File: config.mk
export PLATFORM = sky130hd
export DESIGN_NAME = spin_supervisor
export DESIGN_NICKNAME = d
export VERILOG_FILES = /design/src/rtl/spin_pkg.sv /design/src/rtl/edge_sync.sv /design/src/rtl/tick_timer.sv /design/src/rtl/spin_supervisor.sv
export SDC_FILE = /design/constraint.sdc
export NUM_CORES = 1
export LEC_CHECK = 0
export ABC_AREA = 1
export BUFFER_PORTS_ARGS = -buffer_cell sky130_fd_sc_hd__buf_4
export CORE_AREA = 2 2 54 56
export DETAILED_ROUTE_END_ITERATION = 7
export DIE_AREA = 0 0 56 58
export GPL_ROUTABILITY_DRIVEN = 0
export SETUP_SLACK_MARGIN = 0.5
export SLEW_MARGIN = 40
export SYNTH_ARGS = -nofsm -noshare
export SYNTH_HDL_FRONTEND = slang
export SYNTH_SLANG_ARGS = --single-unit
File: constraint.sdc
create_clock -name clk -period 1.8 [get_ports clk]
set_input_delay 0.18 -clock clk [delete_from_list [all_inputs] [get_ports clk]]
set_output_delay 0.18 -clock clk [all_outputs]
set_load 0.02 [all_outputs]
File: src/rtl/spin_pkg.sv
// Package: shared state encoding for the spindle start/protection supervisor.
// Assumes: the encoding is visible on the top-level state output and is
// therefore fixed.
package spin_pkg;
    typedef enum logic [2:0] {
        ST_STOP  = 3'b000,
        ST_RESET = 3'b001,
        ST_RUN   = 3'b010,
        ST_INTER = 3'b011,
        ST_STALL = 3'b100
    } spin_state_e;
endpackage

File: src/rtl/edge_sync.sv
// Module: edge_sync
// Brings an asynchronous input into the clock domain through SYNC_N flops and
// emits a one-cycle pulse on the selected edge (FALLING = 0 rising, 1 falling).
// Assumes: the input stays at each level for longer than SYNC_N + 1 clocks.
module edge_sync #(
    parameter int SYNC_N  = 2,
    parameter bit FALLING = 1'b0
) (
    input  logic clk,
    input  logic rst_n,
    input  logic din,
    output logic edge_o
);
    logic [SYNC_N-1:0] sh_q;
    logic              prev_q;
    logic              lvl;

    assign lvl = sh_q[SYNC_N-1];

    // Synchronizer chain plus a delayed copy for edge comparison.
    always_ff @(posedge clk) begin
        if (!rst_n) begin
            sh_q   <= '0;
            prev_q <= 1'b0;
        end else begin
            sh_q   <= {sh_q[SYNC_N-2:0], din};
            prev_q <= lvl;
        end
    end

    // Polarity variant chosen by parameter.
    generate
        if (FALLING) begin : g_fall
            assign edge_o = prev_q & ~lvl;
        end else begin : g_rise
            assign edge_o = ~prev_q & lvl;
        end
    endgenerate

    // an edge pulse lasts one clock only.
    a_r4_edge_single: assert property (@(posedge clk) disable iff (!rst_n)
        edge_o |=> !edge_o);
endmodule

File: src/rtl/tick_timer.sv
// Module: tick_timer
// Counts timebase ticks from a clear and saturates at LIMIT. The hit output
// stays high once LIMIT ticks have elapsed, until the next clear.
// Assumes: clr has priority over tick.
module tick_timer #(
    parameter int LIMIT = 31
) (
    input  logic clk,
    input  logic rst_n,
    input  logic tick,
    input  logic clr,
    output logic hit
);
    localparam int CW = $clog2(LIMIT + 1);
    localparam logic [CW-1:0] LIM = CW'(LIMIT);

    logic [CW-1:0] cnt_q;

    assign hit = (cnt_q >= LIM);

    // Saturating tick counter with synchronous clear.
    always_ff @(posedge clk) begin
        if (!rst_n || clr) begin
            cnt_q <= '0;
        end else if (tick && !hit) begin
            cnt_q <= cnt_q + 1'b1;
        end
    end

    // the count never runs past its limit.
    a_r4_cnt_bounded: assert property (@(posedge clk) disable iff (!rst_n)
        cnt_q <= LIM);
endmodule

File: src/rtl/spin_supervisor.sv
// Module: spin_supervisor (top)
// Start sequencing and protection for a spindle motor driver. It applies an
// initial reset interval on start, latches a stall when FG edges stop, and
// enters intermittent mode when the reference clock is lost. drive_en gates
// the power stage.
// Assumes: tick is a one-cycle strobe; run_n, fg_in and ref_in are
// asynchronous and are synchronized here.
module spin_supervisor
    import spin_pkg::*;
#(
    parameter int RESET_TICKS  = 4,
    parameter int STALL_TICKS  = 31,
    parameter int CUTOFF_TICKS = 2,
    parameter bit STALL_EN     = 1'b1,
    parameter int SYNC_N       = 2
) (
    input  logic       clk,
    input  logic       rst_n,
    input  logic       tick,
    input  logic       run_n,
    input  logic       fg_in,
    input  logic       ref_in,
    output logic       drive_en,
    output logic       intermit,
    output logic [2:0] state_o
);
    spin_state_e       state_q, state_d;
    logic [SYNC_N-1:0] stop_sh_q;
    logic              stop_s;
    logic              fg_edge, ref_edge;
    logic              rst_hit, stall_hit, cut_hit;
    logic              active;

    assign stop_s = stop_sh_q[SYNC_N-1];
    assign active = (state_q == ST_RUN) || (state_q == ST_INTER);

    // Start/stop synchronizer; comes out of reset reading stop.
    always_ff @(posedge clk) begin
        if (!rst_n) stop_sh_q <= '1;
        else        stop_sh_q <= {stop_sh_q[SYNC_N-2:0], run_n};
    end

    edge_sync #(.SYNC_N(SYNC_N), .FALLING(1'b0)) u_fg_sync (
        .clk(clk), .rst_n(rst_n), .din(fg_in), .edge_o(fg_edge));

    edge_sync #(.SYNC_N(SYNC_N), .FALLING(1'b1)) u_ref_sync (
        .clk(clk), .rst_n(rst_n), .din(ref_in), .edge_o(ref_edge));

    tick_timer #(.LIMIT(RESET_TICKS)) u_rst_tmr (
        .clk(clk), .rst_n(rst_n), .tick(tick),
        .clr(state_q != ST_RESET), .hit(rst_hit));

    tick_timer #(.LIMIT(CUTOFF_TICKS)) u_cut_tmr (
        .clk(clk), .rst_n(rst_n), .tick(tick),
        .clr(ref_edge || !active), .hit(cut_hit));

    // Stall timer present only when the protection is enabled.
    generate
        if (STALL_EN) begin : g_stall
            tick_timer #(.LIMIT(STALL_TICKS)) u_stall_tmr (
                .clk(clk), .rst_n(rst_n), .tick(tick),
                .clr(fg_edge || !active), .hit(stall_hit));
        end else begin : g_nostall
            assign stall_hit = 1'b0;
        end
    endgenerate

    // Next-state logic; stop overrides every state.
    always_comb begin
        state_d = state_q;
        unique case (state_q)
            ST_STOP:  if (!stop_s) state_d = ST_RESET;
            ST_RESET: if (rst_hit) state_d = ST_RUN;
            ST_RUN: begin
                if (stall_hit)    state_d = ST_STALL;
                else if (cut_hit) state_d = ST_INTER;
            end
            ST_INTER: begin
                if (stall_hit)     state_d = ST_STALL;
                else if (ref_edge) state_d = ST_RUN;
            end
            ST_STALL: state_d = ST_STALL;
            default:  state_d = ST_STOP;
        endcase
        if (stop_s) state_d = ST_STOP;
    end

    // State register.
    always_ff @(posedge clk) begin
        if (!rst_n) state_q <= ST_STOP;
        else        state_q <= state_d;
    end

    assign drive_en = (state_q == ST_RUN);
    assign intermit = (state_q == ST_INTER);
    assign state_o  = state_q;

    // a synchronized stop reaches the stop state one clock later.
    a_r1_stop_wins: assert property (@(posedge clk) disable iff (!rst_n)
        stop_s |=> state_q == ST_STOP);
    // run is never entered directly from stop or stalled.
    a_r2_no_skip_reset: assert property (@(posedge clk) disable iff (!rst_n)
        (state_q == ST_STOP || state_q == ST_STALL) |=> state_q != ST_RUN);
    // the stalled state holds until stop.
    a_r5_stall_latched: assert property (@(posedge clk) disable iff (!rst_n)
        (state_q == ST_STALL && !stop_s) |=> state_q == ST_STALL);
    // cutoff in run moves to intermittent.
    a_r6_cut_to_inter: assert property (@(posedge clk) disable iff (!rst_n)
        (state_q == ST_RUN && cut_hit && !stall_hit && !stop_s) |=> state_q == ST_INTER);
    // a returning reference edge in intermittent restores run.
    a_r7_inter_resume: assert property (@(posedge clk) disable iff (!rst_n)
        (state_q == ST_INTER && ref_edge && !stall_hit && !stop_s) |=> state_q == ST_RUN);
endmodule

==> impl_metrics.yaml, run 1 <==
clocking:
  htreeDepth: 1
  cts_num_sinks: 21
  cts_root_buf: "clkbuf_4"
  clk_pin_slew_ps: 120
  cts_tree: "done"
  cts_buffer_depth: 2
  numCtsBuffers: 3
  clk-insertion-delay-late_ps: 300
sta:
  setup-tns-final_ps: 0
  holdWs_ps: 49.48
  finalHoldViolations: 0
  worstMarginPinSlew_ps: 267.2
  setup_violations: 0
  min_period_ps: 1277
  fin_skew_ps: 3.880
  max_freq_ghz: 0.7831
  slew_headroom_pct: 82.09
  rsz0062_at_grt: "true"
  slew_violations: 0
  fin_crit_sh_pct: 70.94
final_layout:
  final_area_sq_um: 1276
  nets: 168
  antenna_cells: 0
  fill_cells: 272
  syn_to_final_growth_pct: 30.27
  multi_input_area_sq_um: 548.0
  drive_gt1_share_pct: 32.48
  ff_latch_area_sq_um: 429.2
worst_setup_path:
  critPathSlowestCell: "dfxtp_2"
  critPathArrivalTime_ps: 1490
  end_kind: "register"
  slowest_delay_ps: 360
  crit_type: "register to register"
  cp.required_ps: 2010
  cp_top_family: "simple AND/OR/NAND/NOR gates"
  crit_chain: "ha_4 -> nand2_4 -> nor2_4 -> ha_4 -> inv_4 -> nand2_4 -> nor2_4 -> nand2_1 -> nand2_1 -> nor2_1"
  crit_buf_inv: 1
  worstPathMaxFanout: 4
  startpoint_type: "register"
run_status:
  status: "completed"
placement:
  portBuffers: 10
  placed_cell_area_sq_um: 1091
  dp_hpwl_um: 1361
grt:
  grt_max_degree: 14
  grt_pass1_wl_um: 3263
  grt_pass1_vias: 835
  antenna_found_initial: 0
  grtUsageTotal_pct: 13.02
  grt_overflow_total: 0
logic_synthesis:
  syn-cell-area_sq_um: 979.7
  synthCells: 137
  yosys-top-cells-area: "dfxtp_1, nand2_1, inv_1"
  yosysWarningCount: 0
  ys_seq_area_share_pct: 42.91
  yosys.area.top_type: "dfxtp_1"
  syn-num-nets: 147
  synth_top_area_share_pct: 42.91
  ys_types: 22
  avgSynthCellArea_sq_um: 7.151
  ys_ff_latch: 21
drt:
  drtPass1Iterations: 3
  wl_per_cell_um: 10.28
  wl_um: 1932
  first_iter_violations: 11
  vias: 871
  route.detailed.drc: 0
  ant_nets: 0
  vias_per_cell: 4.633
pwr:
  vdd_drop_max_mv: 0.3985
  combPwrFrac_pct: 5.8
  power.switching_mw: 0.1743
  p_seq_share_pct: 63.5
  switching_share_pct: 23.27
  p_int_mw: 0.5750
  pwr-share-clk_pct: 30.8
  powerDensity_nw_per_um2: 587.1
  p_leak_nw: 0.6099
die:
  initial_core_util_pct: 36.80
  io_pins: 11
  rows: 19
  dieWidth_um: 56
  core-area_sq_um: 2663
  die_h_um: 58
  dieArea_sq_um: 3248
flow_run:
  drv_cap: 0
worst_hold_path:
  min_path_type: "primary input to register"
cells in the final DEF, fill, tap and decap left out, types with 4 or more instances in the layout:
master,instances
nand3_1,6
nand2_1,36
dfxtp_2,4
nor2_4,4
nor2_1,17
dfxtp_1,16
buf_4,17
inv_1,21
tightest hold or removal path: stages:
cell     delay, ps
buf_4           70
nand2_1         40
inv_1           40
state kept, by name, indices dropped and copies added, names as in the netlist:
signal / flops
stop_sh_q: 2
u_rst_tmr.cnt_q: 3
u_ref_sync.prev_q: 1
u_cut_tmr.cnt_q: 2
state_o: 3
g_stall.u_stall_tmr.cnt_q: 5
u_fg_sync.prev_q: 1
u_ref_sync.sh_q: 2
u_fg_sync.sh_q: 2
power groups by stage:
stage | combinational (mW) | sequential [mW] | clock [mW]
after floorplan | 0.0268 | 0.487 | 0
after global placement | 0.0396 | 0.487 | 0
after detailed placement | 0.0409 | 0.487 | 0
after CTS | 0.0416 | 0.477 | 0.246
after global routing | 0.0497 | 0.477 | 0.272
final | 0.0433 | 0.475 | 0.231
cells by family (layout without fill, tap and decap cells):
kind of cell	after synthesis	in the layout	synth area share [%]
DFF	21	21	42.91
AOI/OAI and AO/OA	8	8	5.492
and+or+nand+nor	77	77	34.87
buffers and inverters	25	45	9.834
xor gates and xnor gates	2	2	1.788
adders and majority gates	4	4	5.109
worst paths after layout:
check,endpoint,slack (ps),start,cells after the start
setup / recovery,g_stall.u_stall_tmr.cnt_q[0],520,g_stall.u_stall_tmr.cnt_q[0],10
hold / removal,u_fg_sync.sh_q[0],50,fg_in,3
setup reg to reg,g_stall.u_stall_tmr.cnt_q[0],520,g_stall.u_stall_tmr.cnt_q[0],10
hold reg to reg,u_ref_sync.sh_q[1],430,u_ref_sync.sh_q[0],2
final cells by class:
cell class,instances,area share (%)
multi-input cells,91,42.94
clock inverters,1,0.5882
repair buffers,18,10.88
clock buffers,3,1.765
inverters,23,7.157
flip-flops and latches,21,33.63
well taps,31,3.039
per-stage QoR:
stage               cells  setup WS [ps]  total power [mW]  utilization (%)
finish                188          523.0            0.7493            47.93
CTS                   183          502.8            0.7649            44.08
detailed placement    176          395.4            0.5282            40.98
global route          188          429.7            0.7987            47.93
global placement      176          432.2            0.5262            40.98
floorplan             137          503.6            0.5138                -
what timing repair did:
action / 4_1_cts / 5_1_grt
resized for setup: 9 / 17
hold buffers: 0 / 0
setup buffers: 3 / 5
pin swaps: 6 / 12
setup endpoints to repair: 10 / 11
cloned: 0 / 0
hold endpoints to repair: 0 / 0
metal layers:
layer / routed length, um / global-route usage (%)
met5: 0 / 0
met4: 23 / 8.163
met3: 61 / 2.902
met2: 989 / 24.03
met1: 858 / 13.33
synthesized netlist by cell type (all sizes together):
master and n:
o21ai 1, ha 4, inv 23, o21bai 1, buf 2, or2 2
dfxtp 21, nand2 40, a21boi 1, a21oi 4, o21ba 1, nand4 1
nor2 24, nor3 2, nand3 8, xor2 2
Power figures use the tool's default switching activity.
==> run 2: changes to the inputs <==
Settings changed: ABC_AREA 1 to 0, CORE_AREA 2 2 54 56 to 2 2 52 54, DIE_AREA 0 0 56 58 to 0 0 54 56.
Clock period 1.8 ns to 1.3 ns, I/O delays scaled along.
==> impl_metrics.yaml, run 2 <==
sta:
  worst_slack_ps: -278.3
  rsz0062_at_grt: "true"
  setup-tns-final_ps: -1149
  fin_crit_sh_pct: 121.4
  holdWs_ps: 24.80
  slew_headroom_pct: 73.23
  min_period_ps: 1578
  slew_violations: 0
  worstMarginPinSlew_ps: 396.4
  fin_skew_ps: 1.725
  max_freq_ghz: 0.6336
  finalHoldViolations: 0
  setup_violations: 8
drt:
  route.detailed.drc: 0
  drtPass1Iterations: 4
  wl_um: 2008
  first_iter_violations: 10
  ant_nets: 0
  wl_per_cell_um: 12.55
  vias: 805
  vias_per_cell: 5.031
logic_synthesis:
  synthCells: 95
  synth_most_common_cell: "dfxtp_1"
  avgSynthCellArea_sq_um: 9.377
  syn-num-nets: 105
  ys_ff_latch: 21
  async_reset_ff_share_pct: 0
  ys.flop_type: "dfxtp_1"
  yosys-top-cells-area: "dfxtp_1, ha_1, and2_1"
  yosys.area.top_type: "dfxtp_1"
  yosys-top-cells-count: "dfxtp_1, nor2_1, a21oi_1, nand2_1, and2_1"
  yosysWarningCount: 0
  syn-cell-area_sq_um: 890.9
  ys_types: 30
  synth_top_area_share_pct: 47.19
  synth_edf_count: 0
  ys_seq_area_share_pct: 47.19
final_layout:
  nets: 141
  antenna_cells: 0
  mostFrequentLayoutCell: "buf_4"
  mostFrequentLayoutCells: "buf_4, dfxtp_1, buf_6"
  syn_to_final_growth_pct: 57.16
  drive_gt1_share_pct: 51.54
  final_cells: 160
  top_register: "g_stall.u_stall_tmr.cnt_q"
  largest_register_ffs: 5
worst_setup_path:
  cp.required_ps: 1540
  end_kind: "register"
  startpoint_type: "register"
  crit_type: "register to register"
  r2r-start: "g_stall.u_stall_tmr.cnt_q[1]"
  critPathArrivalTime_ps: 1820
  worstPathMaxFanout: 3
  startpoint: "g_stall.u_stall_tmr.cnt_q[1]"
die:
  initial_core_util_pct: 36.63
  rows: 18
  dieWidth_um: 54
  dieArea_sq_um: 3024
  die_h_um: 56
  io_pins: 11
  core-area_sq_um: 2432
grt:
  grt_pass1_wl_um: 3298
  grt_overflow_total: 0
  antenna_found_initial: 0
  grt_max_degree: 13
  grt_pass1_vias: 770
  grtUsageTotal_pct: 14.41
worst_hold_path:
  min_path_type: "primary input to register"
  hp-start: "fg_in"
flow_run:
  drv_cap: 0
placement:
  dp_hpwl_um: 1286
  portBuffers: 10
  dp_cells: 142
  pre_cts_slack_ps: -261.7
pwr:
  powerDensity_nw_per_um2: 735.8
  vdd_drop_max_mv: 0.7225
  p_leak_nw: 0.5381
run_status:
  status: "finished, violations left"
  violations: "negative setup slack"
clocking:
  clk-insertion-delay-late_ps: 300
  clk_pin_slew_ps: 120
  numCtsBuffers: 3
  cts_tree: "done"
  cts_root_buf: "clkbuf_4"
  htreeDepth: 1
  cts_buffer_depth: 2
  cts_num_sinks: 21
[run 2: cell types whose count changed after synthesis, moves of 5 or more]
cell      change
inv_1        -17
nand2b_1      +5
nand2_1      -31
and2_1        +6
nand3_1       -6
nor2_1       -13
[run 2: through the flow]
stage	area [sq um]	util [%]	power, mW
floorplan	982.2	-	0.6969
finish	1400	57.56	1.030
global route	1400	57.56	1.081
CTS	1356	55.76	1.047
detailed placement	1151	47.33	0.7204
global placement	1151	47.33	0.7186
[run 2: metal layers]
layer | routed length [um] | up-vias | track usage, %
met4 | 25 | 0 | 4.643
li1 | - | 404 | -
met2 | 1045 | 19 | 23.52
met5 | 0 | - | 0
met3 | 66 | 2 | 4.301
met1 | 870 | 380 | 17.67
[run 2: power breakdown]
group	internal, mW	switching, mW	total (mW)
Sequential	0.649	0.00621	0.655
Combinational	0.0369	0.0272	0.0641
Clock	0.115	0.196	0.311
[run 2: final cells by class]
cell class | instances | area [sq um]
Timing Repair Buffer | 32 | 296.5
Sequential cell | 21 | 436.7
Tap cell | 30 | 37.54
Clock inverter | 1 | 5.005
Fill cell | 206 | 1032
Multi-Input combinational cell | 67 | 576.8
Inverter | 6 | 25.02
Clock buffer | 3 | 22.52
[run 2: kinds of logic (layout without fill, tap and decap cells)]
logic type	Yosys count	after routing	share of synthesized area [%]
flip-flops	21	21	47.19
AO/OA/AOI/OAI	17	17	12.92
XOR/XNOR	2	2	1.967
AND/OR/NAND/NOR	43	43	28.23
buffers and inverters	7	42	2.949
adder cells (fa/ha/maj)	4	4	5.618
multiplexers	1	1	1.124
[run 2: critical path, stage by stage, from the launching register on]
cell and delay, ps:
dfxtp_2 350, ha_4 150, and3_4 180, ha_4 150, nand2b_4 140, or4_4 420, a21oi_2 130
[run 2: what timing repair did]
action	CTS	global route
endpoints found under the setup margin	18	18
hold buffers	1	0
hold endpoints to repair	1	0
pin swaps	9	5
gates resized for setup	24	7
buffers inserted	10	3
[run 2: final timing paths]
check | to | slack [ps] | cells after the start
setup / recovery | g_stall.u_stall_tmr.cnt_q[3] | -280 | 6
setup reg to reg | g_stall.u_stall_tmr.cnt_q[3] | -280 | 6
hold / removal | u_fg_sync.sh_q[0] | 20 | 2
hold reg to reg | stop_sh_q[1] | 420 | 1
==> run 3: changes to the inputs <==
Settings changed: PLACE_DENSITY_LB_ADDON from default to 0.25.
==> impl_metrics.yaml, run 3 (synthesis gave the netlist of run 2 again) <==
run_status:
  status: "finished, violations left"
  violations: "negative setup slack"
clocking:
  cts_hold_buf: 0
  cts_buffer_depth: 2
  cts_tree: "done"
  numCtsBuffers: 3
  cts_num_sinks: 21
  cts_root_buf: "clkbuf_4"
  clk_pin_slew_ps: 110
  clk-insertion-delay-late_ps: 300
  htreeDepth: 1
pwr:
  total_power_mw: 1.024
  vdd_drop_max_mv: 0.6847
  p_leak_nw: 0.5016
  powerDensity_nw_per_um2: 773.7
worst_setup_path:
  slowest_delay_ps: 400
  crit_cells: 6
  crit_chain: "ha_4 -> and3_4 -> ha_4 -> nand2b_4 -> or4_1 -> a21oi_1"
  end_kind: "register"
  startpoint_type: "register"
  crit_type: "register to register"
  r2r-start: "g_stall.u_stall_tmr.cnt_q[1]"
  r2r_end: "g_stall.u_stall_tmr.cnt_q[3]"
  path_common_cell: "ha_4"
  crit_buf_inv: 0
  critPathArrivalTime_ps: 1820
  reg2regPathDepth: 6
  worstPathMaxFanout: 3
  rrSetupSlack_ps: -280
  cp.required_ps: 1530
  cp_top_family: "simple AND/OR/NAND/NOR gates"
  critPathSlowestCell: "or4_1"
sta:
  worstMarginPinSlew_ps: 384.7
  fin_crit_sh_pct: 121.9
  rsz0062_at_grt: "true"
  setup-tns-final_ps: -1235
  fin_skew_ps: 4.003
  slew_headroom_pct: 74.30
  setup_violations: 7
  slew_violations: 0
  min_period_ps: 1584
  max_freq_ghz: 0.6312
  finalHoldViolations: 0
  worst_slack_ps: -284.2
final_layout:
  final_cells: 154
  largest_register_ffs: 5
  syn_to_final_growth_pct: 48.60
  mostFrequentLayoutCell: "buf_4"
  utilization_pct: 54.42
  mostFrequentLayoutCells: "buf_4, dfxtp_1, buf_6"
  nets: 135
  drive_gt1_share_pct: 48.39
  top_register: "g_stall.u_stall_tmr.cnt_q"
  antenna_cells: 0
  fill_cells: 217
die:
  core-area_sq_um: 2432
  rows: 18
  initial_core_util_pct: 36.63
  io_pins: 11
  die_h_um: 56
  dieWidth_um: 54
  dieArea_sq_um: 3024
worst_hold_path:
  hp-start: "run_n"
  min_path_type: "primary input to register"
  hold_path_end: "stop_sh_q[0]"
  holdPathStages: 2
drt:
  first_iter_violations: 3
  ant_nets: 0
  route.detailed.drc: 0
  wl_per_cell_um: 12.74
  drtPass1Iterations: 4
  vias_per_cell: 5.000
  wl_um: 1962
  vias: 770
grt:
  grtUsageTotal_pct: 14.54
  grt_pass1_vias: 764
  grt_max_degree: 13
  grt_overflow_total: 0
  antenna_found_initial: 0
  grt_pass1_wl_um: 3229
flow_run:
  drv_cap: 0
placement:
  dp_hpwl_um: 1353
  dp_cells: 143
  portBuffers: 10
==> run 3: changes by cell type in the layout (fill, tap and decap cells not counted), moves of 2 or more <==
cell / delta
buf_4: -2
dfxtp_1: -3
a21oi_1: +2
dfxtp_2: +3
a21oi_2: -2
==> run 3: how the worst max path moves through the flow <==
| stage | start | endpoint |
|---|---|---|
| floorplan | g_stall.u_stall_tmr.cnt_q[1] | g_stall.u_stall_tmr.cnt_q[3] |
| global placement | g_stall.u_stall_tmr.cnt_q[1] | g_stall.u_stall_tmr.cnt_q[3] |
| detailed placement | g_stall.u_stall_tmr.cnt_q[1] | g_stall.u_stall_tmr.cnt_q[3] |
| CTS | g_stall.u_stall_tmr.cnt_q[1] | g_stall.u_stall_tmr.cnt_q[3] |
| global route | g_stall.u_stall_tmr.cnt_q[1] | g_stall.u_stall_tmr.cnt_q[3] |
| finish | g_stall.u_stall_tmr.cnt_q[1] | g_stall.u_stall_tmr.cnt_q[3] |
==> run 3: area by class of cell <==
type / count / area, sq um / area share (%)
inverter: 6 / 22.52 / 1.701
tap: 30 / 37.54 / 2.836
clock buffer: 3 / 22.52 / 1.701
timing repair buffer: 26 / 225.2 / 17.01
multi-input combinational: 67 / 570.5 / 43.10
sequential: 21 / 440.4 / 33.27
clock inverter: 1 / 5.005 / 0.3781
==> run 3: per-layer routing <==
metal | track usage (%) | share of wire [%] | vias up
met3 | 2.419 | 2.2 | 4
li1 | - | - | 395
met2 | 24.74 | 52 | 11
met5 | 0 | 0 | -
met1 | 16.75 | 44 | 360
met4 | 7.500 | 1.8 | 0
==> run 3: power breakdown <==
part / total [mW] / internal, mW / switching (mW)
logic: 0.0659 / 0.0395 / 0.0263
clock network: 0.304 / 0.115 / 0.189
registers: 0.655 / 0.649 / 0.00593
==> run 3: worst register-to-register path, stage by stage, from the launching register on <==
cell	delay (ps)
dfxtp_2	350
ha_4	160
and3_4	180
ha_4	150
nand2b_4	130
or4_1	400
a21oi_1	140
==> run 3: metrics by stage <==
stage | setup WS (ps) | hold slack [ps] | cell area (sq um)
floorplan | -213.9 | 231.5 | 982.2
global placement | -211.7 | 314.9 | 1159
detailed placement | -284.3 | 322.3 | 1159
CTS | -291.4 | 5.708 | 1284
global route | -330.9 | 3.025 | 1324
finish | -284.2 | 7.888 | 1324
==> run 3: repair_timing <==
action | 4_1_cts | 5_1_grt
setup endpoints to repair | 18 | 18
pin swaps | 7 | 3
gates cloned | 0 | 0
buffers inserted | 5 | 2
resized for setup | 18 | 6
